`config.mk`:
```
export PLATFORM = sky130hd
export DESIGN_NAME = thermal_irq_unit
export DESIGN_NICKNAME = d
export VERILOG_FILES = /design/src/rtl/tti_pkg.sv /design/src/rtl/tti_level.sv /design/src/rtl/tti_emu.sv /design/src/rtl/thermal_irq_unit.sv
export SDC_FILE = /design/constraint.sdc
export NUM_CORES = 1
export LEC_CHECK = 0
export BUFFER_PORTS_ARGS = -buffer_cell sky130_fd_sc_hd__buf_2
export CORE_MARGIN = 1
export CORE_UTILIZATION = 50
export DETAILED_ROUTE_END_ITERATION = 10
export PLACE_DENSITY = 0.75
export SYNTH_ARGS = -nofsm -noshare
export SYNTH_HDL_FRONTEND = slang
export SYNTH_SLANG_ARGS = --single-unit
export TNS_END_PERCENT = 100
```
`constraint.sdc`:
```
create_clock -name clk_i -period 3.9 [get_ports clk_i]
set_input_delay 1.17 -clock clk_i [delete_from_list [all_inputs] [get_ports clk_i]]
set_output_delay 1.17 -clock clk_i [all_outputs]
set_load 0.05 [all_outputs]
```
`src/rtl/tti_pkg.sv`:
```
package tti_pkg;
  localparam int ADDR_W = 6;
  localparam int DATA_W = 32;

  localparam logic [ADDR_W-1:0] A_CTRL = 6'h00;
  localparam logic [ADDR_W-1:0] A_RISE = 6'h04;
  localparam logic [ADDR_W-1:0] A_FALL = 6'h08;
  localparam logic [ADDR_W-1:0] A_IEN  = 6'h0C;
  localparam logic [ADDR_W-1:0] A_STAT = 6'h10;
  localparam logic [ADDR_W-1:0] A_CLR  = 6'h14;
  localparam logic [ADDR_W-1:0] A_EMU  = 6'h18;
  localparam logic [ADDR_W-1:0] A_CUR  = 6'h1C;

  // run field 1:0, gain 11:8, mode 15:13, mux 22:20, reference 28:24
  localparam logic [DATA_W-1:0] CTRL_MASK  = 32'h1F70_EF03;
  localparam logic [DATA_W-1:0] CTRL_RESET = 32'h0000_0002;
  localparam logic [1:0]        RUN_CODE   = 2'b11;

  localparam int LVL_STRIDE = 4;
  localparam int FALL_BASE  = 16;
  localparam int EMU_CODE_LSB = 8;
  localparam int EMU_DLY_LSB  = 16;
endpackage

```
`src/rtl/tti_level.sv`:
```
module tti_level #(
  parameter int CODE_W = 8
) (
  input  logic              clk_i,
  input  logic              rst_ni,
  input  logic              smp_vld_i,
  input  logic [CODE_W-1:0] code_i,
  input  logic [CODE_W-1:0] thr_i,
  input  logic              clr_i,
  output logic              flag_o,
  output logic              set_o
);
  logic above_q, meet;

  assign meet  = code_i >= thr_i;
  assign set_o = smp_vld_i & meet & ~above_q;

  always_ff @(posedge clk_i or negedge rst_ni) begin
    if (!rst_ni) begin
      above_q <= 1'b0;
      flag_o  <= 1'b0;
    end else begin
      if (smp_vld_i) above_q <= meet;
      // set dominates a concurrent clear
      flag_o <= set_o | (flag_o & ~clr_i);
    end
  end
endmodule

```
`src/rtl/tti_emu.sv`:
```
module tti_emu #(
  parameter int CODE_W = 8,
  parameter int DLY_W  = 16
) (
  input  logic              clk_i,
  input  logic              rst_ni,
  input  logic              wr_i,
  input  logic              en_i,
  input  logic [CODE_W-1:0] emu_code_i,
  input  logic [DLY_W-1:0]  dly_i,
  input  logic [CODE_W-1:0] live_code_i,
  output logic [CODE_W-1:0] code_o,
  output logic              active_o
);
  logic [DLY_W-1:0]  cnt_q;
  logic              en_q;
  logic [CODE_W-1:0] code_q;

  always_ff @(posedge clk_i or negedge rst_ni) begin
    if (!rst_ni) begin
      cnt_q  <= '0;
      en_q   <= 1'b0;
      code_q <= '0;
    end else if (wr_i) begin
      cnt_q  <= dly_i;
      en_q   <= en_i;
      code_q <= emu_code_i;
    end else if (cnt_q != '0) begin
      cnt_q <= cnt_q - 1'b1;
    end
  end

  assign active_o = en_q & (cnt_q == '0);
  assign code_o   = active_o ? code_q : live_code_i;
endmodule

```
`src/rtl/thermal_irq_unit.sv`:
```
module thermal_irq_unit
  import tti_pkg::*;
#(
  parameter int CODE_W  = 8,
  parameter int NUM_LVL = 3,
  parameter int NUM_EN  = 4,
  parameter int DLY_W   = 16
) (
  input  logic              clk_i,
  input  logic              rst_ni,
  input  logic              reg_we_i,
  input  logic [ADDR_W-1:0] reg_addr_i,
  input  logic [DATA_W-1:0] reg_wdata_i,
  output logic [DATA_W-1:0] reg_rdata_o,
  input  logic [CODE_W-1:0] code_i,
  input  logic              code_vld_i,
  output logic              irq_o
);
  localparam int THR_W = NUM_LVL * CODE_W;

  logic [DATA_W-1:0] ctrl_q;
  logic [THR_W-1:0]  rise_thr_q, fall_thr_q;
  logic [NUM_EN-1:0] en_q;
  logic [CODE_W-1:0] cur_code_q, eff_code;
  logic [DATA_W-1:0] emu_q;
  logic [NUM_LVL-1:0] flag, set_evt, clr_vec;
  logic run, smp, emu_wr, clr_wr, emu_act;

  assign run    = ctrl_q[1:0] == RUN_CODE;
  assign smp    = code_vld_i & run;
  assign emu_wr = reg_we_i & (reg_addr_i == A_EMU);
  assign clr_wr = reg_we_i & (reg_addr_i == A_CLR);

  always_ff @(posedge clk_i or negedge rst_ni) begin
    if (!rst_ni) begin
      ctrl_q     <= CTRL_RESET;
      rise_thr_q <= '0;
      fall_thr_q <= '0;
      en_q       <= '0;
      emu_q      <= '0;
    end else if (reg_we_i) begin
      case (reg_addr_i)
        A_CTRL: ctrl_q     <= reg_wdata_i & CTRL_MASK;
        A_RISE: rise_thr_q <= reg_wdata_i[THR_W-1:0];
        A_FALL: fall_thr_q <= reg_wdata_i[THR_W-1:0];
        A_IEN:  for (int i = 0; i < NUM_EN; i++) en_q[i] <= reg_wdata_i[i*LVL_STRIDE];
        A_EMU:  emu_q      <= reg_wdata_i;
        default: ;
      endcase
    end
  end

  always_ff @(posedge clk_i or negedge rst_ni) begin
    if (!rst_ni)  cur_code_q <= '0;
    else if (smp) cur_code_q <= eff_code;
  end

  tti_emu #(.CODE_W(CODE_W), .DLY_W(DLY_W)) u_emu (
    .clk_i       (clk_i),
    .rst_ni      (rst_ni),
    .wr_i        (emu_wr),
    .en_i        (reg_wdata_i[0]),
    .emu_code_i  (reg_wdata_i[EMU_CODE_LSB +: CODE_W]),
    .dly_i       (reg_wdata_i[EMU_DLY_LSB +: DLY_W]),
    .live_code_i (code_i),
    .code_o      (eff_code),
    .active_o    (emu_act)
  );

  for (genvar g = 0; g < NUM_LVL; g++) begin : g_lvl
    assign clr_vec[g] = clr_wr & reg_wdata_i[g*LVL_STRIDE];
    tti_level #(.CODE_W(CODE_W)) u_lvl (
      .clk_i     (clk_i),
      .rst_ni    (rst_ni),
      .smp_vld_i (smp),
      .code_i    (eff_code),
      .thr_i     (rise_thr_q[g*CODE_W +: CODE_W]),
      .clr_i     (clr_vec[g]),
      .flag_o    (flag[g]),
      .set_o     (set_evt[g])
    );
  end

  assign irq_o = run & |(flag & en_q[NUM_LVL-1:0]);

  always_comb begin
    reg_rdata_o = '0;
    case (reg_addr_i)
      A_CTRL: reg_rdata_o = ctrl_q;
      A_RISE: reg_rdata_o[THR_W-1:0] = rise_thr_q;
      A_FALL: reg_rdata_o[THR_W-1:0] = fall_thr_q;
      A_IEN:  for (int i = 0; i < NUM_EN; i++) reg_rdata_o[i*LVL_STRIDE] = en_q[i];
      A_STAT: for (int i = 0; i < NUM_LVL; i++) reg_rdata_o[i*LVL_STRIDE] = flag[i];
      A_EMU:  reg_rdata_o = emu_q;
      A_CUR:  reg_rdata_o[CODE_W-1:0] = cur_code_q;
      default: reg_rdata_o = '0;
    endcase
  end
endmodule

```
==> impl_metrics.sql <==
INSERT INTO impl_metrics (metric_group, metric, value, unit) VALUES
('run_status', 'status', 'completed', ''),
('logic_synthesis', 'synth.net_count', '676', ''),
('logic_synthesis', 'synth.distinct_cells', '42', ''),
('flow_run', 'drv_cap', '0', ''),
('pwr', 'cellPowerDensity', '507.5', 'nW/um2'),
('timing', 'rsz0062_at_grt', 'false', ''),
('setup_path', 'crit_type', 'in2out', ''),
('setup_path', 'critPathRequiredTime', '2.73', 'ns'),
('clocking', 'cts_made_buffers', '17', ''),
('setup_path', 'critical_path.max_stage_delay', '0.43', 'ns'),
('logic_synthesis', 'netlist.top_cell.by_area', 'sky130_fd_sc_hd__dfrtp_1', ''),
('pwr', 'net-switching-power', '1.094', 'mW'),
('logic_synthesis', 'synth-seq-cells', '131', ''),
('logic_synthesis', 'yosys-top-cells-area', 'sky130_fd_sc_hd__dfrtp_1 50%, sky130_fd_sc_hd__mux2_2 11%, sky130_fd_sc_hd__nand2_1 7.5%, sky130_fd_sc_hd__ha_1 5.0%, sky130_fd_sc_hd__a22oi_1 4.6%', ''),
('setup_path', 'setup.worst_path.start_class', 'input port', ''),
('timing', 'timing.max_slew.rel_slack', '32.44', '%'),
('logic_synthesis', 'synth.most_common_cell', 'sky130_fd_sc_hd__dfrtp_1', ''),
('timing', 'final_hold_viol_count', '0', ''),
('timing', 'clock.fmax', '262.2', 'MHz'),
('floorplanning', 'die_w', '115.7', 'um'),
('logic_synthesis', 'yosys_most_used_dff', 'sky130_fd_sc_hd__dfrtp_1', ''),
('floorplanning', 'initial_utilization', '51.24', '%'),
('setup_path', 'critical_path.endpoint_type', 'output pin', ''),
('timing', 'period_needed', '3.814', 'ns'),
('pwr', 'static-leakage-power', '3.953', 'nW'),
('detailed_routing', 'route.detailed.wl_per_inst', '19.25', 'um'),
('global_routing', 'grt_pass1_vias', '5188', ''),
('final_layout', 'final.fill_count', '1005', ''),
('timing', 'hold_slack', '0.4580', 'ns'),
('setup_path', 'worstPathMaxFanout', '25', ''),
('placement', 'placed_insts', '842', ''),
('final_layout', 'syn2layout_area_growth', '22.25', '%'),
('clocking', 'clk_pin_slew', '0.05', 'ns'),
('pwr', 'share_of_power_burned_in_registers', '44.9', '%'),
('global_routing', 'pin_count_of_the_biggest_net_entering_global_routing', '80', ''),
('logic_synthesis', 'synth_cells', '600', ''),
('detailed_routing', 'first_pass_iters', '5', ''),
('floorplanning', 'design.portCount', '83', ''),
('timing', 'fin_skew', '0.007301', 'ns'),
('placement', 'placement.io_buffers', '82', ''),
('floorplanning', 'dieHeight', '115.7', 'um'),
('setup_path', 'cp_top_family', 'simple AND/OR/NAND/NOR gates', ''),
('clocking', 'cts.htree.levels', '4', ''),
('setup_path', 'timing.rr.start', 'u_emu.cnt_q[0]', ''),
('final_layout', 'layout-drive-gt1-share', '32.38', '%'),
('detailed_routing', 'post_drt_via_cell_ratio', '5.824', ''),
('logic_synthesis', 'synth_area_per_cell', '10.78', 'um2'),
('clocking', 'clock_tree.buffer_depth', '2', ''),
('floorplanning', 'rows', '41', ''),
('detailed_routing', 'post-route-drc-count', '0', ''),
('detailed_routing', 'detailroute.via_count', '5084', ''),
('pwr', 'p_comb_share', '14.7', '%'),
('hold_path', 'hold_class', 'reg2reg', ''),
('global_routing', 'antenna_found_initial', '0', ''),
('final_layout', 'n_antenna_cell', '0', ''),
('clocking', 'cts_num_sinks', '131', ''),
('pwr', 'worst_ir_drop_vdd', '281.2', 'uV'),
('setup_path', 'cp-startpoint', 'reg_addr_i[1]', ''),
('pwr', 'power.switching_fraction', '27.27', '%'),
('pwr', 'cell_internal_pwr', '2.918', 'mW'),
('placement', 'globalplace.congestion', '0.8615', ''),
('floorplanning', 'design.core.area', '12620', 'um2'),
('global_routing', 'grt_first_pass_wirelength', '26770', 'um'),
('global_routing', 'globalRoute.totalOverflow', '0', ''),
('logic_synthesis', 'synthTopCellsByCount', '130 x sky130_fd_sc_hd__dfrtp_1, 129 x sky130_fd_sc_hd__nand2_1, 63 x sky130_fd_sc_hd__mux2_2', ''),
('final_layout', 'finalNonFillerCells', '873', ''),
('timing', 'timing.setup.tns', '0', 'ns'),
('clocking', 'cts_setup_buffers', '0', ''),
('setup_path', 'worstPathArrival', '2.64', 'ns'),
('final_layout', 'seqCellArea', '3279', 'um2'),
('logic_synthesis', 'share_of_synthesized_area_occupied_by_flip_flops_and_latches', '50.72', '%');
final timing paths:
path / end / slack (ns) / cells after the start
worst min-delay path: g_lvl[0].u_lvl.flag_o / 0.46 / 1
worst max-delay path: reg_rdata_o[8] / 0.09 / 7
min in group asynchronous: en_q[1] / 0.92 / 1
worst max register to register: g_lvl[2].u_lvl.above_q / 0.41 / 12
worst min register to register: g_lvl[0].u_lvl.flag_o / 0.46 / 1
max in group asynchronous: fall_thr_q[15] / 2.17 / 2
power by group through the flow:
stage | combinational, mW | clock, mW | sequential, mW
after global placement | 0.538 | 0 | 1.80
after CTS | 0.589 | 1.64 | 1.80
final | 0.588 | 1.62 | 1.80
after detailed placement | 0.572 | 0 | 1.82
after floorplan | 0.409 | 0 | 1.75
after global routing | 0.665 | 1.71 | 1.82
flip-flops by register name, indices dropped and copies added, names as in the netlist:
name	count
cur_code_q	8
fall_thr_q	24
emu_q	32
en_q	4
ctrl_q	17
g_lvl.u_lvl.flag_o	3
u_emu.cnt_q	16
rise_thr_q	24
g_lvl.u_lvl.above_q	3
per-layer routing:
| layer | global-route usage, % | part of all wire (%) |
|---|---|---|
| met5 | 0 | 0 |
| met4 | 11.11 | 2.3 |
| met3 | 4.969 | 6.2 |
| met2 | 44.31 | 49 |
| met1 | 34.75 | 43 |
area by class of cell:
class	instances	area share, %
Tap cell	172	2.722
Sequential cell	131	41.48
Clock inverter	9	1.630
Timing Repair Buffer	97	8.357
Clock buffer	22	5.999
Inverter	32	1.519
Multi-Input combinational cell	410	38.29
kinds of logic (layout without fill, tap and decap cells):
logic type | after synthesis | after routing | synth area share, %
mux | 79 | 79 | 13.72
flops | 131 | 131 | 50.72
fa+ha+maj | 26 | 26 | 5.031
xor+xnor | 14 | 14 | 1.896
compound gates | 106 | 106 | 11.40
buf+inv | 59 | 160 | 3.715
simple gates | 185 | 185 | 13.53
timing repair:
action                                  in CTS  in global routing
endpoints found under the setup margin      24                  0
gates resized for setup                     25                  0
hold buffers                                 0                  0
through the flow:
| step | setup WS, ns | utilization, % | power, mW | instance area (um2) |
|---|---|---|---|---|
| detailed placement | -0.06320 | 57.35 | 2.387 | 7237 |
| finish | 0.08553 | 62.64 | 4.012 | 7905 |
| floorplan | 0.0008020 | - | 2.159 | 6533 |
| global placement | -0.006201 | 57.35 | 2.334 | 7237 |
| global route | 0.02653 | 62.64 | 4.202 | 7905 |
| CTS | 0.07084 | 62.64 | 4.024 | 7905 |
placed cells by master (no fill, tap or decap), types with 15 or more instances in the layout:
master                      netlist  routed
sky130_fd_sc_hd__o21ai_0         34      34
sky130_fd_sc_hd__a22oi_1         40      40
sky130_fd_sc_hd__clkbuf_16        0      17
sky130_fd_sc_hd__mux2_2          63      63
sky130_fd_sc_hd__nand2_1        129     114
sky130_fd_sc_hd__nand2_2          0      15
sky130_fd_sc_hd__inv_1           32      29
sky130_fd_sc_hd__buf_4            1      34
sky130_fd_sc_hd__ha_1            26      26
sky130_fd_sc_hd__dfrtp_1        130     130
sky130_fd_sc_hd__buf_2            6      57
(Power assumes the default switching activity.)
